<file path="config.mk">
export PLATFORM = sky130hd
export DESIGN_NAME = irq_redirect_unit
export DESIGN_NICKNAME = d
export VERILOG_FILES = /design/src/rtl/irq_redir_pkg.sv /design/src/rtl/irq_input_sync.sv /design/src/rtl/irq_line_ctrl.sv /design/src/rtl/irq_prio_arb.sv /design/src/rtl/irq_redirect_unit.sv
export SDC_FILE = /design/constraint.sdc
export NUM_CORES = 1
export LEC_CHECK = 0
export BUFFER_PORTS_ARGS = -buffer_cell sky130_fd_sc_hd__buf_2
export CAP_MARGIN = 10
export CORE_UTILIZATION = 40
export DETAILED_ROUTE_END_ITERATION = 12
export PLACE_DENSITY_LB_ADDON = 0.3
export SYNTH_ARGS = -nofsm -noshare
export SYNTH_HDL_FRONTEND = slang
export SYNTH_SLANG_ARGS = --single-unit
</file>
<file path="constraint.sdc">
create_clock -name clk -period 4.2 [get_ports clk]
set_clock_uncertainty 0.2 [all_clocks]
set_input_delay 0.63 -clock clk [delete_from_list [all_inputs] [get_ports clk]]
set_output_delay 0.63 -clock clk [all_outputs]
set_load 0.02 [all_outputs]
</file>
<file path="src/rtl/irq_redir_pkg.sv">
package irq_redir_pkg;

    // slave port byte offsets
    localparam logic [7:0] OFS_SELECT = 8'h00;
    localparam logic [7:0] OFS_WINDOW = 8'h10;
    localparam logic [7:0] OFS_EOI    = 8'h40;

    // internal window indexes
    localparam logic [7:0] IDX_VERSION = 8'h01;
    localparam logic [7:0] IDX_TABLE   = 8'h10;

    // low-word bit positions
    localparam int LO_MASK_BIT  = 16;
    localparam int LO_LEVEL_BIT = 15;
    localparam int LO_POL_BIT   = 13;

    typedef struct packed {
        logic       mask;
        logic       level;
        logic       act_low;
        logic [7:0] vector;
        logic [7:0] dest_id;
        logic [7:0] dest_ext;
    } redir_entry_t;

endpackage

</file>
<file path="src/rtl/irq_input_sync.sv">
module irq_input_sync #(
    parameter int WIDTH = 4
) (
    input  logic             clk,
    input  logic             rst_n,
    input  logic [WIDTH-1:0] raw_i,
    output logic [WIDTH-1:0] sync_o
);
    typedef struct packed {
        logic [WIDTH-1:0] stage1;
        logic [WIDTH-1:0] stage2;
    } sync_state_t;

    sync_state_t sync_d, sync_q;

    always_comb begin
        sync_d        = sync_q;
        sync_d.stage1 = raw_i;
        sync_d.stage2 = sync_q.stage1;
    end

    always_ff @(posedge clk or negedge rst_n) begin
        if (!rst_n) sync_q <= '0;
        else        sync_q <= sync_d;
    end

    assign sync_o = sync_q.stage2;
endmodule

</file>
<file path="src/rtl/irq_line_ctrl.sv">
module irq_line_ctrl (
    input  logic clk,
    input  logic rst_n,
    input  logic sync_in_i,
    input  logic mask_i,
    input  logic level_i,
    input  logic act_low_i,
    input  logic eoi_hit_i,
    input  logic grant_i,
    output logic ready_o
);
    typedef struct packed {
        logic prev_act;
        logic pend;
        logic insvc;
    } line_state_t;

    line_state_t line_d, line_q;
    logic active;
    logic rise;

    always_comb begin
        active          = sync_in_i ^ act_low_i;
        rise            = active && !line_q.prev_act;
        line_d          = line_q;
        line_d.prev_act = active;
        if (!level_i) begin
            line_d.insvc = 1'b0;
            if (grant_i) line_d.pend = 1'b0;
            if (rise)    line_d.pend = 1'b1;
        end else begin
            line_d.pend = 1'b0;
            if (eoi_hit_i) line_d.insvc = 1'b0;
            if (grant_i)   line_d.insvc = 1'b1;
        end
        ready_o = !mask_i && (level_i ? (active && !line_q.insvc) : line_q.pend);
    end

    always_ff @(posedge clk or negedge rst_n) begin
        if (!rst_n) line_q <= '0;
        else        line_q <= line_d;
    end


    masked_no_grant_chk: assert property (@(posedge clk) disable iff (!rst_n)
        grant_i |-> !mask_i);


    insvc_no_grant_chk: assert property (@(posedge clk) disable iff (!rst_n)
        (level_i && line_q.insvc) |-> !grant_i);


    edge_needs_pend_chk: assert property (@(posedge clk) disable iff (!rst_n)
        (grant_i && !level_i) |-> line_q.pend);
endmodule

</file>
<file path="src/rtl/irq_prio_arb.sv">
module irq_prio_arb #(
    parameter int N     = 4,
    parameter int IDX_W = 2
) (
    input  logic [N-1:0]     req_i,
    input  logic             en_i,
    output logic [N-1:0]     grant_o,
    output logic [IDX_W-1:0] idx_o,
    output logic             any_o
);
    always_comb begin
        idx_o = '0;
        any_o = |req_i;
        for (int i = N - 1; i >= 0; i--) begin
            if (req_i[i]) idx_o = IDX_W'(i);
        end
        grant_o = '0;
        if (en_i && any_o) grant_o[idx_o] = 1'b1;
    end
endmodule

</file>
<file path="src/rtl/irq_redirect_unit.sv">
module irq_redirect_unit
    import irq_redir_pkg::*;
#(
    parameter int         NUM_LINES    = 4,
    parameter logic [7:0] VERSION_CODE = 8'h21
) (
    input  logic                 clk,
    input  logic                 rst_n,
    input  logic [NUM_LINES-1:0] irq_in,
    input  logic                 reg_wr,
    input  logic [7:0]           reg_addr,
    input  logic [31:0]          reg_wdata,
    output logic [31:0]          reg_rdata,
    output logic                 msg_valid,
    output logic [31:0]          msg_addr,
    output logic [31:0]          msg_data,
    input  logic                 msg_ready
);
    localparam int LINE_W    = (NUM_LINES > 1) ? $clog2(NUM_LINES) : 1;
    localparam int TABLE_END = 16 + 2 * NUM_LINES;

    typedef struct packed {
        logic [7:0]                   sel;
        redir_entry_t [NUM_LINES-1:0] tbl;
        logic                         msg_valid;
        logic [7:0]                   msg_id;
        logic [7:0]                   msg_ext;
        logic [7:0]                   msg_vec;
    } unit_state_t;

    unit_state_t unit_d, unit_q;

    logic [NUM_LINES-1:0] sync_lvl;
    logic [NUM_LINES-1:0] ready;
    logic [NUM_LINES-1:0] grant;
    logic [NUM_LINES-1:0] eoi_hit;
    logic [LINE_W-1:0]    win_idx;
    logic                 any_ready;
    logic [7:0]           tbl_off;
    logic [LINE_W-1:0]    line_sel;
    logic                 in_table;
    logic [31:0]          window_val;
    logic                 eoi_wr;
    logic                 unused_bits;

    assign unused_bits = ^{reg_wdata[14], reg_wdata[12:8], tbl_off[0], tbl_off[7:LINE_W+1]};

    irq_input_sync #(.WIDTH(NUM_LINES)) u_sync (
        .clk    (clk),
        .rst_n  (rst_n),
        .raw_i  (irq_in),
        .sync_o (sync_lvl)
    );

    for (genvar g = 0; g < NUM_LINES; g++) begin : g_line
        irq_line_ctrl u_line (
            .clk       (clk),
            .rst_n     (rst_n),
            .sync_in_i (sync_lvl[g]),
            .mask_i    (unit_q.tbl[g].mask),
            .level_i   (unit_q.tbl[g].level),
            .act_low_i (unit_q.tbl[g].act_low),
            .eoi_hit_i (eoi_hit[g]),
            .grant_i   (grant[g]),
            .ready_o   (ready[g])
        );
    end

    irq_prio_arb #(.N(NUM_LINES), .IDX_W(LINE_W)) u_arb (
        .req_i   (ready),
        .en_i    (!unit_q.msg_valid),
        .grant_o (grant),
        .idx_o   (win_idx),
        .any_o   (any_ready)
    );

    // window decode and read path
    always_comb begin
        tbl_off  = unit_q.sel - IDX_TABLE;
        line_sel = tbl_off[LINE_W:1];
        in_table = (unit_q.sel >= IDX_TABLE) && (int'(unit_q.sel) < TABLE_END);
        window_val = '0;
        if (unit_q.sel == IDX_VERSION) begin
            window_val = {8'h00, 8'(NUM_LINES - 1), 8'h00, VERSION_CODE};
        end else if (in_table) begin
            if (unit_q.sel[0]) begin
                window_val = {unit_q.tbl[line_sel].dest_id, unit_q.tbl[line_sel].dest_ext, 16'h0000};
            end else begin
                window_val[LO_MASK_BIT]  = unit_q.tbl[line_sel].mask;
                window_val[LO_LEVEL_BIT] = unit_q.tbl[line_sel].level;
                window_val[LO_POL_BIT]   = unit_q.tbl[line_sel].act_low;
                window_val[7:0]          = unit_q.tbl[line_sel].vector;
            end
        end
        case (reg_addr)
            OFS_SELECT: reg_rdata = {24'h0, unit_q.sel};
            OFS_WINDOW: reg_rdata = window_val;
            default:    reg_rdata = '0;
        endcase
    end

    // end-of-interrupt match
    always_comb begin
        eoi_wr = reg_wr && (reg_addr == OFS_EOI);
        for (int i = 0; i < NUM_LINES; i++) begin
            eoi_hit[i] = eoi_wr && unit_q.tbl[i].level
                         && (unit_q.tbl[i].vector == reg_wdata[7:0]);
        end
    end

    // next state
    always_comb begin
        unit_d = unit_q;
        if (reg_wr && reg_addr == OFS_SELECT) begin
            unit_d.sel = reg_wdata[7:0];
        end
        if (reg_wr && reg_addr == OFS_WINDOW && in_table) begin
            if (unit_q.sel[0]) begin
                unit_d.tbl[line_sel].dest_id  = reg_wdata[31:24];
                unit_d.tbl[line_sel].dest_ext = reg_wdata[23:16];
            end else begin
                unit_d.tbl[line_sel].mask    = reg_wdata[LO_MASK_BIT];
                unit_d.tbl[line_sel].level   = reg_wdata[LO_LEVEL_BIT];
                unit_d.tbl[line_sel].act_low = reg_wdata[LO_POL_BIT];
                unit_d.tbl[line_sel].vector  = reg_wdata[7:0];
            end
        end
        if (unit_q.msg_valid && msg_ready) begin
            unit_d.msg_valid = 1'b0;
        end
        if (!unit_q.msg_valid && any_ready) begin
            unit_d.msg_valid = 1'b1;
            unit_d.msg_id    = unit_q.tbl[win_idx].dest_id;
            unit_d.msg_ext   = unit_q.tbl[win_idx].dest_ext;
            unit_d.msg_vec   = unit_q.tbl[win_idx].vector;
        end
    end

    always_ff @(posedge clk or negedge rst_n) begin
        if (!rst_n) begin
            unit_q <= '0;
            for (int i = 0; i < NUM_LINES; i++) unit_q.tbl[i].mask <= 1'b1;
        end else begin
            unit_q <= unit_d;
        end
    end

    assign msg_valid = unit_q.msg_valid;
    assign msg_addr  = {unit_q.msg_id, unit_q.msg_ext, 16'h0000};
    assign msg_data  = {24'h0, unit_q.msg_vec};


    msg_hold_chk: assert property (@(posedge clk) disable iff (!rst_n)
        (msg_valid && !msg_ready) |=> (msg_valid && $stable(msg_addr) && $stable(msg_data)));


    ack_drop_chk: assert property (@(posedge clk) disable iff (!rst_n)
        (msg_valid && msg_ready) |=> !msg_valid);


    grant_onehot_chk: assert property (@(posedge clk) disable iff (!rst_n)
        $onehot0(grant));


    lowest_first_chk: assert property (@(posedge clk) disable iff (!rst_n)
        (|grant) |-> ((ready & (grant - 1'b1)) == '0));


    version_ro_chk: assert property (@(posedge clk) disable iff (!rst_n)
        (reg_addr == OFS_WINDOW && unit_q.sel == IDX_VERSION)
        |-> (reg_rdata[23:16] == 8'(NUM_LINES - 1) && reg_rdata[7:0] == VERSION_CODE));
endmodule

</file>
==> impl_summary.log, run 1 <==
[metrics] status: complete, no violations
[metrics] detailed placer's ending HPWL: 16.1 mm
[metrics] final weighted congestion in routability-driven placement: 0.845
[metrics] area fraction in and, or, nand and nor cells after synthesis: 11.1%
[metrics] final cycle utilization of the critical path: 85.1%
[metrics] FP Rows: 55
[metrics] number of primary I/O pins: 145
[metrics] share of post-route cells with drive strength above 1: 39.3%
[metrics] global-route wire length before repair: 38.9 mm
[metrics] data required time of the critical path: 3.37 ns
[metrics] H-tree depth: 4
[metrics] xor/xnor share of the synthesized area: 3.43%
[metrics] count of max-cap constraint violations: 0
[metrics] Setup TNS Final: 0 ns
[metrics] compound-cell area share of the yosys netlist: 9.73%
[metrics] syn avg cell area: 12.1 sq um
[metrics] post-route minimum period: 3.57 ns
[metrics] endpoint type of the worst setup path: output pin
[metrics] clock insertion delay at the later pin of the skew report: 0.44 ns
[metrics] design internal power: 3.16 mW
[metrics] switching power share of the total: 34.1%
[metrics] maximum number of pins on one net before global-route repair: 83
[metrics] primary flip-flop cell chosen by synthesis mapping: sky130_fd_sc_hd__dfrtp_1
[metrics] via count of the first global-routing pass: 6670
[metrics] TritonCTS clock tree: built
[metrics] share of power burned in the clock network: 33.8%
[metrics] fin. max-slew vios: 0
[metrics] Final setup violation count: 0
[metrics] area of the core: 22800 sq um
[metrics] per-cell routed wire length: 21.4 microns
[metrics] Synth Warn #: 0
[metrics] type of element launching the critical path: flip-flop
[metrics] total number of clock tree sinks: 161
[metrics] reported net switching power: 1.64 mW
[metrics] cell area after layout: 10500 sq um
[metrics] count of final hold-check violations: 0
[metrics] Congestion Overflow GR: 0
[metrics] Crit Path Category: reg2out
[metrics] # DRC: 0
[metrics] hold buffer count at cts: 0
[metrics] dominant combinational cell family by area after synthesis: multiplexers
[metrics] PortBufs: 92
[metrics] net total in the final layout: 880
[metrics] FF+latch count, synth: 161
[metrics] antenna violations before repair: 0
[metrics] antenna cell count: 0
[metrics] number of enable flip-flop cells after synthesis: 0
[metrics] die width: 155 microns
[metrics] Mapped Area: 9410 sq um
[metrics] CTS resizes: 0
[metrics] async set-reset flop share out of synthesis: 100%
[metrics] Post-DP Area: 9860 sq um
[metrics] adder-cell area share of the yosys netlist: 0%
[metrics] number of DRC markers after the initial detailed-route iteration: 427
[metrics] highest attainable clock frequency: 280 MHz
[metrics] TritonCTS Buffers: 17
[metrics] VDD IR-drop max: 0.254 mV
[metrics] count of cell types in the netlist: 62
[metrics] commonest cells after routing, fill and taps aside: sky130_fd_sc_hd__dfrtp_1 (156), sky130_fd_sc_hd__mux2_2 (121), sky130_fd_sc_hd__buf_2 (91), sky130_fd_sc_hd__conb_1 (46), sky130_fd_sc_hd__or4bb_1 (36)
[metrics] Via-to-Cell Ratio: 5.68
[metrics] Synth-to-Final Area Change: 11.2%
[metrics] count of TritonRoute iterations in the first routing pass: 5
[metrics] Die Outline Area: 24100 sq um
[metrics] postcts setup bufs: 0
[metrics] multiplexer area fraction after synthesis: 23.2%
[metrics] setup repair after global routing missed its margin: no
[metrics] WL final: 24.8 mm
[metrics] PwrDens: 458 nW/um^2
[metrics] transition time at the pin with the least slew margin: 1.10 ns
[metrics] worst-path maximum fanout: 19
[metrics] register area share after synthesis: 42.9%
[metrics] sequential share of power: 37.1%
[metrics] CTS clk-pin slew, worst paths: 0.06 ns
[metrics] Comb pwr share: 29.1%
[metrics] Initial Util: 41.2%
[metrics] via count: 6577
[metrics] Cells after Synth: 778
[metrics] count of nets left with antenna violations after detail routing: 0
[metrics] commonest non-fill, non-tap cell in the layout: sky130_fd_sc_hd__dfrtp_1
[metrics] leakage power of the design: 4.77 nW
[metrics] library cell used as clock root buffer: sky130_fd_sc_hd__clkbuf_16
[metrics] number of buffers between clock root and the deepest sink: 2
[metrics] data arrival time of the critical path: 2.74 ns
[metrics] overall track demand over capacity in global routing: 21.5%
[metrics] class of the tightest hold or removal check: in2async
[metrics] die height: 155 microns
[metrics] relative slew slack: 26.5%
## cell families (layout without fill, tap and decap cells)
logic type      after synthesis  count (layout)
buf+inv                     153             175
compound gates              120             120
mux                         162             162
flops                       161             161
other cells                   1              46
xor+xnor                     36              36
simple gates                145             145
## power groups by stage
stage / registers, mW / clock network (mW) / logic [mW]
2_1_floorplan: 1.78 / 0 / 1.14
3_3_place_gp: 1.81 / 0 / 1.39
3_5_place_dp: 1.81 / 0 / 1.40
4_1_cts: 1.78 / 1.65 / 1.41
5_1_grt: 1.80 / 1.71 / 1.49
6_report: 1.78 / 1.62 / 1.40
## per-stage QoR
step | hold slack (ns) | utilization, % | instances | setup slack (ns) | total power, mW
after floorplan | 0.131 | - | 823 | 1.28 | 2.93
after global placement | 0.131 | 43.1 | 1126 | 1.13 | 3.20
after detailed placement | 0.136 | 43.1 | 1126 | 1.11 | 3.21
after CTS | 0.0721 | 45.8 | 1158 | 0.623 | 4.84
after global routing | 0.0768 | 45.8 | 1158 | 0.529 | 5.01
final | 0.0394 | 45.8 | 1158 | 0.626 | 4.80
## flip-flops by register name, indices dropped and copies added (netlist names)
register              cells
unit_q                  116
msg_valid                 1
msg_data                  8
msg_addr                 16
u_sync.sync_d             4
g_line.u_line.line_q     12
u_sync.sync_o             4
## metal layers
metal / part of all wire (%) / GRT usage (%) / vias up / wire length [microns]
met4: 1.7 / 7.89 / 0 / 433
met5: 0 / 0 / - / 0
met2: 47 / 34.0 / 271 / 11700
met3: 6.3 / 4.12 / 30 / 1570
li1: - / - / 2908 / -
met1: 45 / 29.3 / 3368 / 11100
## critical path, stage by stage, from the launching register on
cell and delay, ns:
sky130_fd_sc_hd__dfrtp_1 1.07, sky130_fd_sc_hd__buf_4 0.36, sky130_fd_sc_hd__mux4_2 0.52, sky130_fd_sc_hd__and3_1 0.20
sky130_fd_sc_hd__buf_2 0.15
## cells in the mapped netlist (all sizes together) (2+ instances only)
master   number  area (sq um)
nand2         7          26.3
nor3          4          25.0
xor2          3          26.3
nor4          3          33.8
a311oi       19           166
mux4         27           608
nand4bb       2          22.5
inv          22          82.6
clkbuf       35           131
a21boi        4          30.0
nand2b        2          12.5
o31ai         5          37.5
nand3        16          85.1
a21oi        17           100
a21o          5          37.5
a22o          2          17.5
nor2b         6          37.5
o22a          5          43.8
o32ai        19           166
or4bb        36           405
buf          95           692
a32o          6          60.1
and3         18           113
nor3b         6          50.1
o21ai        20           100
mux2        135          1570
o22ai         5          31.3
xnor2        33           297
o311ai        5          43.8
dfrtp       157          3930
dfstp         4           105
nor2         30           120
nand4        10          68.8
## final timing paths
check	startpoint	end	slack, ns	depth (start not counted)
min reg2reg	u_sync.sync_d[1]	u_sync.sync_o[1]	0.15	0
max in group asynchronous	rst_n	unit_q[105]	2.76	2
max	unit_q[134]	reg_rdata[13]	0.63	4
min in group clk	irq_in[0]	u_sync.sync_d[0]	0.10	1
max reg2reg	g_line[2].u_line.line_q[0]	msg_data[2]	1.09	6
min	rst_n	unit_q[137]	0.04	1
## layout make-up
type                       instances  area [sq um]
fill                            2159         12400
timing repair buffer             120           689
clock buffer                      19           453
multi-input combinational        509          4650
tap                              313           392
clock inverter                    13           159
sequential                       161          4040
inverter                          23          86.3
No activity file was read; power rests on OpenSTA's default activity.
==> inputs of run 2 (changes only) <==
- CORE_ASPECT_RATIO: not set -> 0.6
- PLACE_DENSITY_LB_ADDON: 0.3 -> 0.08
==> run 2 against run 1 <==
  * The flow now finishes with violations (hold timing)
  * Sequential power is essentially flat
  * Count of clock-buffer cells in the layout grew 9
  * Worst hold slack lost 0.047 ns
  * Combinational power is essentially flat
  * Worst setup slack gained 0.11 ns
  * Global-route usage grew 2.8 points
  * First-iteration DRC count grew 21%
  * Sequential share of layout area is essentially flat
==> impl_summary.log, run 2 (synthesis gave the netlist of run 1 again) <==
[metrics] Placed Cells incl. Taps: 1126 (unchanged)
[metrics] endpoint type of the worst setup path: output pin
[metrics] die width: 200 microns (+29%)
[metrics] WL final: 27.9 mm (+12%)
[metrics] global-route wire length before repair: 42.7 mm (+9.6%)
[metrics] final cycle utilization of the critical path: 82.5% (-2.6 points)
[metrics] status: complete, but fails checks
[metrics] TritonCTS Buffers: 17 (unchanged)
[metrics] worst hold slack across all endpoints: -0.00799 ns (-0.0473 ns)
[metrics] via count: 6694 (+1.8%)
[metrics] # DRC: 0 (unchanged)
[metrics] CTS resizes: 0 (unchanged)
[metrics] number of buffers and inverters on the critical path: 1 (-1)
[metrics] Die Outline Area: 24200 sq um (about the same)
[metrics] VDD IR-drop max: 0.300 mV (+18%)
[metrics] count of max-cap constraint violations: 0 (unchanged)
[metrics] share of post-route cells with drive strength above 1: 38.7% (-0.62 points)
[metrics] total number of clock tree sinks: 161 (unchanged)
[metrics] Via-to-Cell Ratio: 5.78 (+1.8%)
[metrics] net total in the final layout: 878 (-0.23%)
[metrics] via count of the first global-routing pass: 6783 (+1.7%)
[metrics] Final setup violation count: 0 (unchanged)
[metrics] CTS clk-pin slew, worst paths: 0.07 ns (about the same)
[metrics] per-cell routed wire length: 24.1 microns (+12%)
[metrics] detailed placer's ending HPWL: 18.1 mm (+12%)
[metrics] overall track demand over capacity in global routing: 24.3% (+2.8 points)
[metrics] worst-path maximum fanout: 32 (+13)
[metrics] Reg with most FFs: unit_q
[metrics] FP Rows: 43 (-22%)
[metrics] Synth-to-Final Area Change: 11.3%
[metrics] highest attainable clock frequency: 289 MHz (+3.1%)
[metrics] TritonCTS clock tree: built
[metrics] setup repair after global routing missed its margin: no
[metrics] clock insertion delay at the later pin of the skew report: 0.44 ns (about the same)
[metrics] commonest cells after routing, fill and taps aside: sky130_fd_sc_hd__dfrtp_1 (155), sky130_fd_sc_hd__mux2_2 (121), sky130_fd_sc_hd__buf_2 (91), sky130_fd_sc_hd__conb_1 (46), sky130_fd_sc_hd__or4bb_1 (36)
[metrics] number of DRC markers after the initial detailed-route iteration: 516 (+21%)
[metrics] stage delay of the slowest cell on the critical path: 1.06 ns (about the same)
[metrics] count of nets left with antenna violations after detail routing: 0 (unchanged)
[metrics] area of the core: 23100 sq um (+1.0%)
[metrics] relative slew slack: 29.0% (+2.5 points)
[metrics] count of final hold-check violations: 22 (+22)
[metrics] post-route minimum period: 3.47 ns (-0.108 ns)
[metrics] Setup TNS Final: 0 ns (unchanged)
[metrics] count of filler cells inserted in the layout: 2158 (-0.046%)
[metrics] PortBufs: 92 (unchanged)
[metrics] data arrival time of the critical path: 2.64 ns (-0.10 ns)
[metrics] library cell used as clock root buffer: sky130_fd_sc_hd__clkbuf_16
[metrics] fin. max-slew vios: 0 (unchanged)
[metrics] final weighted congestion in routability-driven placement: 0.851 (+0.64%)
[metrics] postcts setup bufs: 0 (unchanged)
[metrics] antenna cell count: 0 (unchanged)
[metrics] H-tree depth: 4 (unchanged)
[metrics] core utilization of the finished layout: 45.4% (-0.42 points)
[metrics] die height: 121 microns (-22%)
[metrics] crit path cell chain: mux4_2, a221oi_1, nor2b_1, buf_2
[metrics] violations in the final reports: hold timing
[metrics] master of the slowest instance on the critical path: sky130_fd_sc_hd__dfrtp_2
[metrics] final cell count without fillers: 1158 (unchanged)
[metrics] class of the tightest hold or removal check: in2async
[metrics] number of primary I/O pins: 145 (unchanged)
[metrics] hold buffer count at cts: 0 (unchanged)
[metrics] count of TritonRoute iterations in the first routing pass: 7 (+2)
[metrics] number of buffers between clock root and the deepest sink: 2 (unchanged)
[metrics] leakage power of the design: 4.77 nW (about the same)
[metrics] Crit Path Category: reg2out
[metrics] PwrDens: 464 nW/um^2 (+1.2%)
[metrics] maximum number of pins on one net before global-route repair: 66 (-20%)
[metrics] Initial Util: 40.8% (-0.42 points)
[metrics] data required time of the critical path: 3.37 ns (about the same)
[metrics] antenna violations before repair: 0 (unchanged)
[metrics] top cell family by delay on the critical path: flip-flops
[metrics] Congestion Overflow GR: 0 (unchanged)
[metrics] commonest non-fill, non-tap cell in the layout: sky130_fd_sc_hd__dfrtp_1
[metrics] Largest register FFs: 116 (unchanged)
[metrics] transition time at the pin with the least slew margin: 1.06 ns (-0.0371 ns)
[metrics] type of element launching the critical path: flip-flop
## run 2: cell count changes in the layout (fill, tap and decap cells not counted)
cell / before / now
sky130_fd_sc_hd__buf_12: 1 / 2
sky130_fd_sc_hd__buf_4: 27 / 24
sky130_fd_sc_hd__clkbuf_1: 0 / 5
sky130_fd_sc_hd__clkbuf_8: 2 / 6
sky130_fd_sc_hd__clkinv_2: 4 / 1
sky130_fd_sc_hd__clkinv_4: 1 / 0
sky130_fd_sc_hd__clkinvlp_4: 3 / 0
sky130_fd_sc_hd__dfrtp_1: 156 / 155
sky130_fd_sc_hd__dfrtp_2: 1 / 2
sky130_fd_sc_hd__inv_6: 2 / 0
## run 2: area by class of cell
type | count | area [sq um] | share of cell area (%)
inverters | 23 | 86.3 | 0.824
clock inverters | 4 | 95.1 | 0.907
clock buffers | 28 | 527 | 5.03
multi-input cells | 509 | 4650 | 44.4
repair buffers | 118 | 687 | 6.56
well taps | 315 | 394 | 3.76
flip-flops and latches | 161 | 4040 | 38.5
## run 2: where the power goes
part | switching (mW) | internal, mW | total, mW
clock network | 0.614 | 1.03 | 1.64
registers | 0.0950 | 1.69 | 1.79
logic | 0.925 | 0.503 | 1.43
total | 1.63 | 3.23 | 4.86
## run 2: path summary, 6_finish.rpt
check	cells after the start	from	endpoint	slack, ns
max	4	unit_q[134]	reg_rdata[16]	0.73
min	1	rst_n	msg_addr[30]	-0.008
max reg2reg	6	unit_q[105]	msg_data[7]	1.14
min reg2reg	0	u_sync.sync_d[2]	u_sync.sync_o[2]	0.15
max in group asynchronous	2	rst_n	unit_q[47]	2.90
min in group clk	1	irq_in[1]	u_sync.sync_d[1]	0.10
## run 2: metrics by stage
step           instance area [sq um]  setup slack (ns)  power (mW)  hold slack, ns
3_3_place_gp                    9860              1.12        3.21           0.138
3_5_place_dp                    9860              1.10        3.24           0.136
5_1_grt                        10500             0.654        5.08          0.0278
6_report                       10500             0.734        4.86        -0.00799
4_1_cts                        10500             0.682        4.90         0.00106
2_1_floorplan                   9580              1.28        2.93           0.131
## run 2: routing by layer
metal / up-vias / GRT usage (%) / wire length (microns)
met2: 270 / 33.1 / 11900
met5: - / 0 / 0
met1: 3480 / 37.9 / 14000
li1: 2909 / - / -
met3: 35 / 4.71 / 1650
met4: 0 / 7.97 / 414
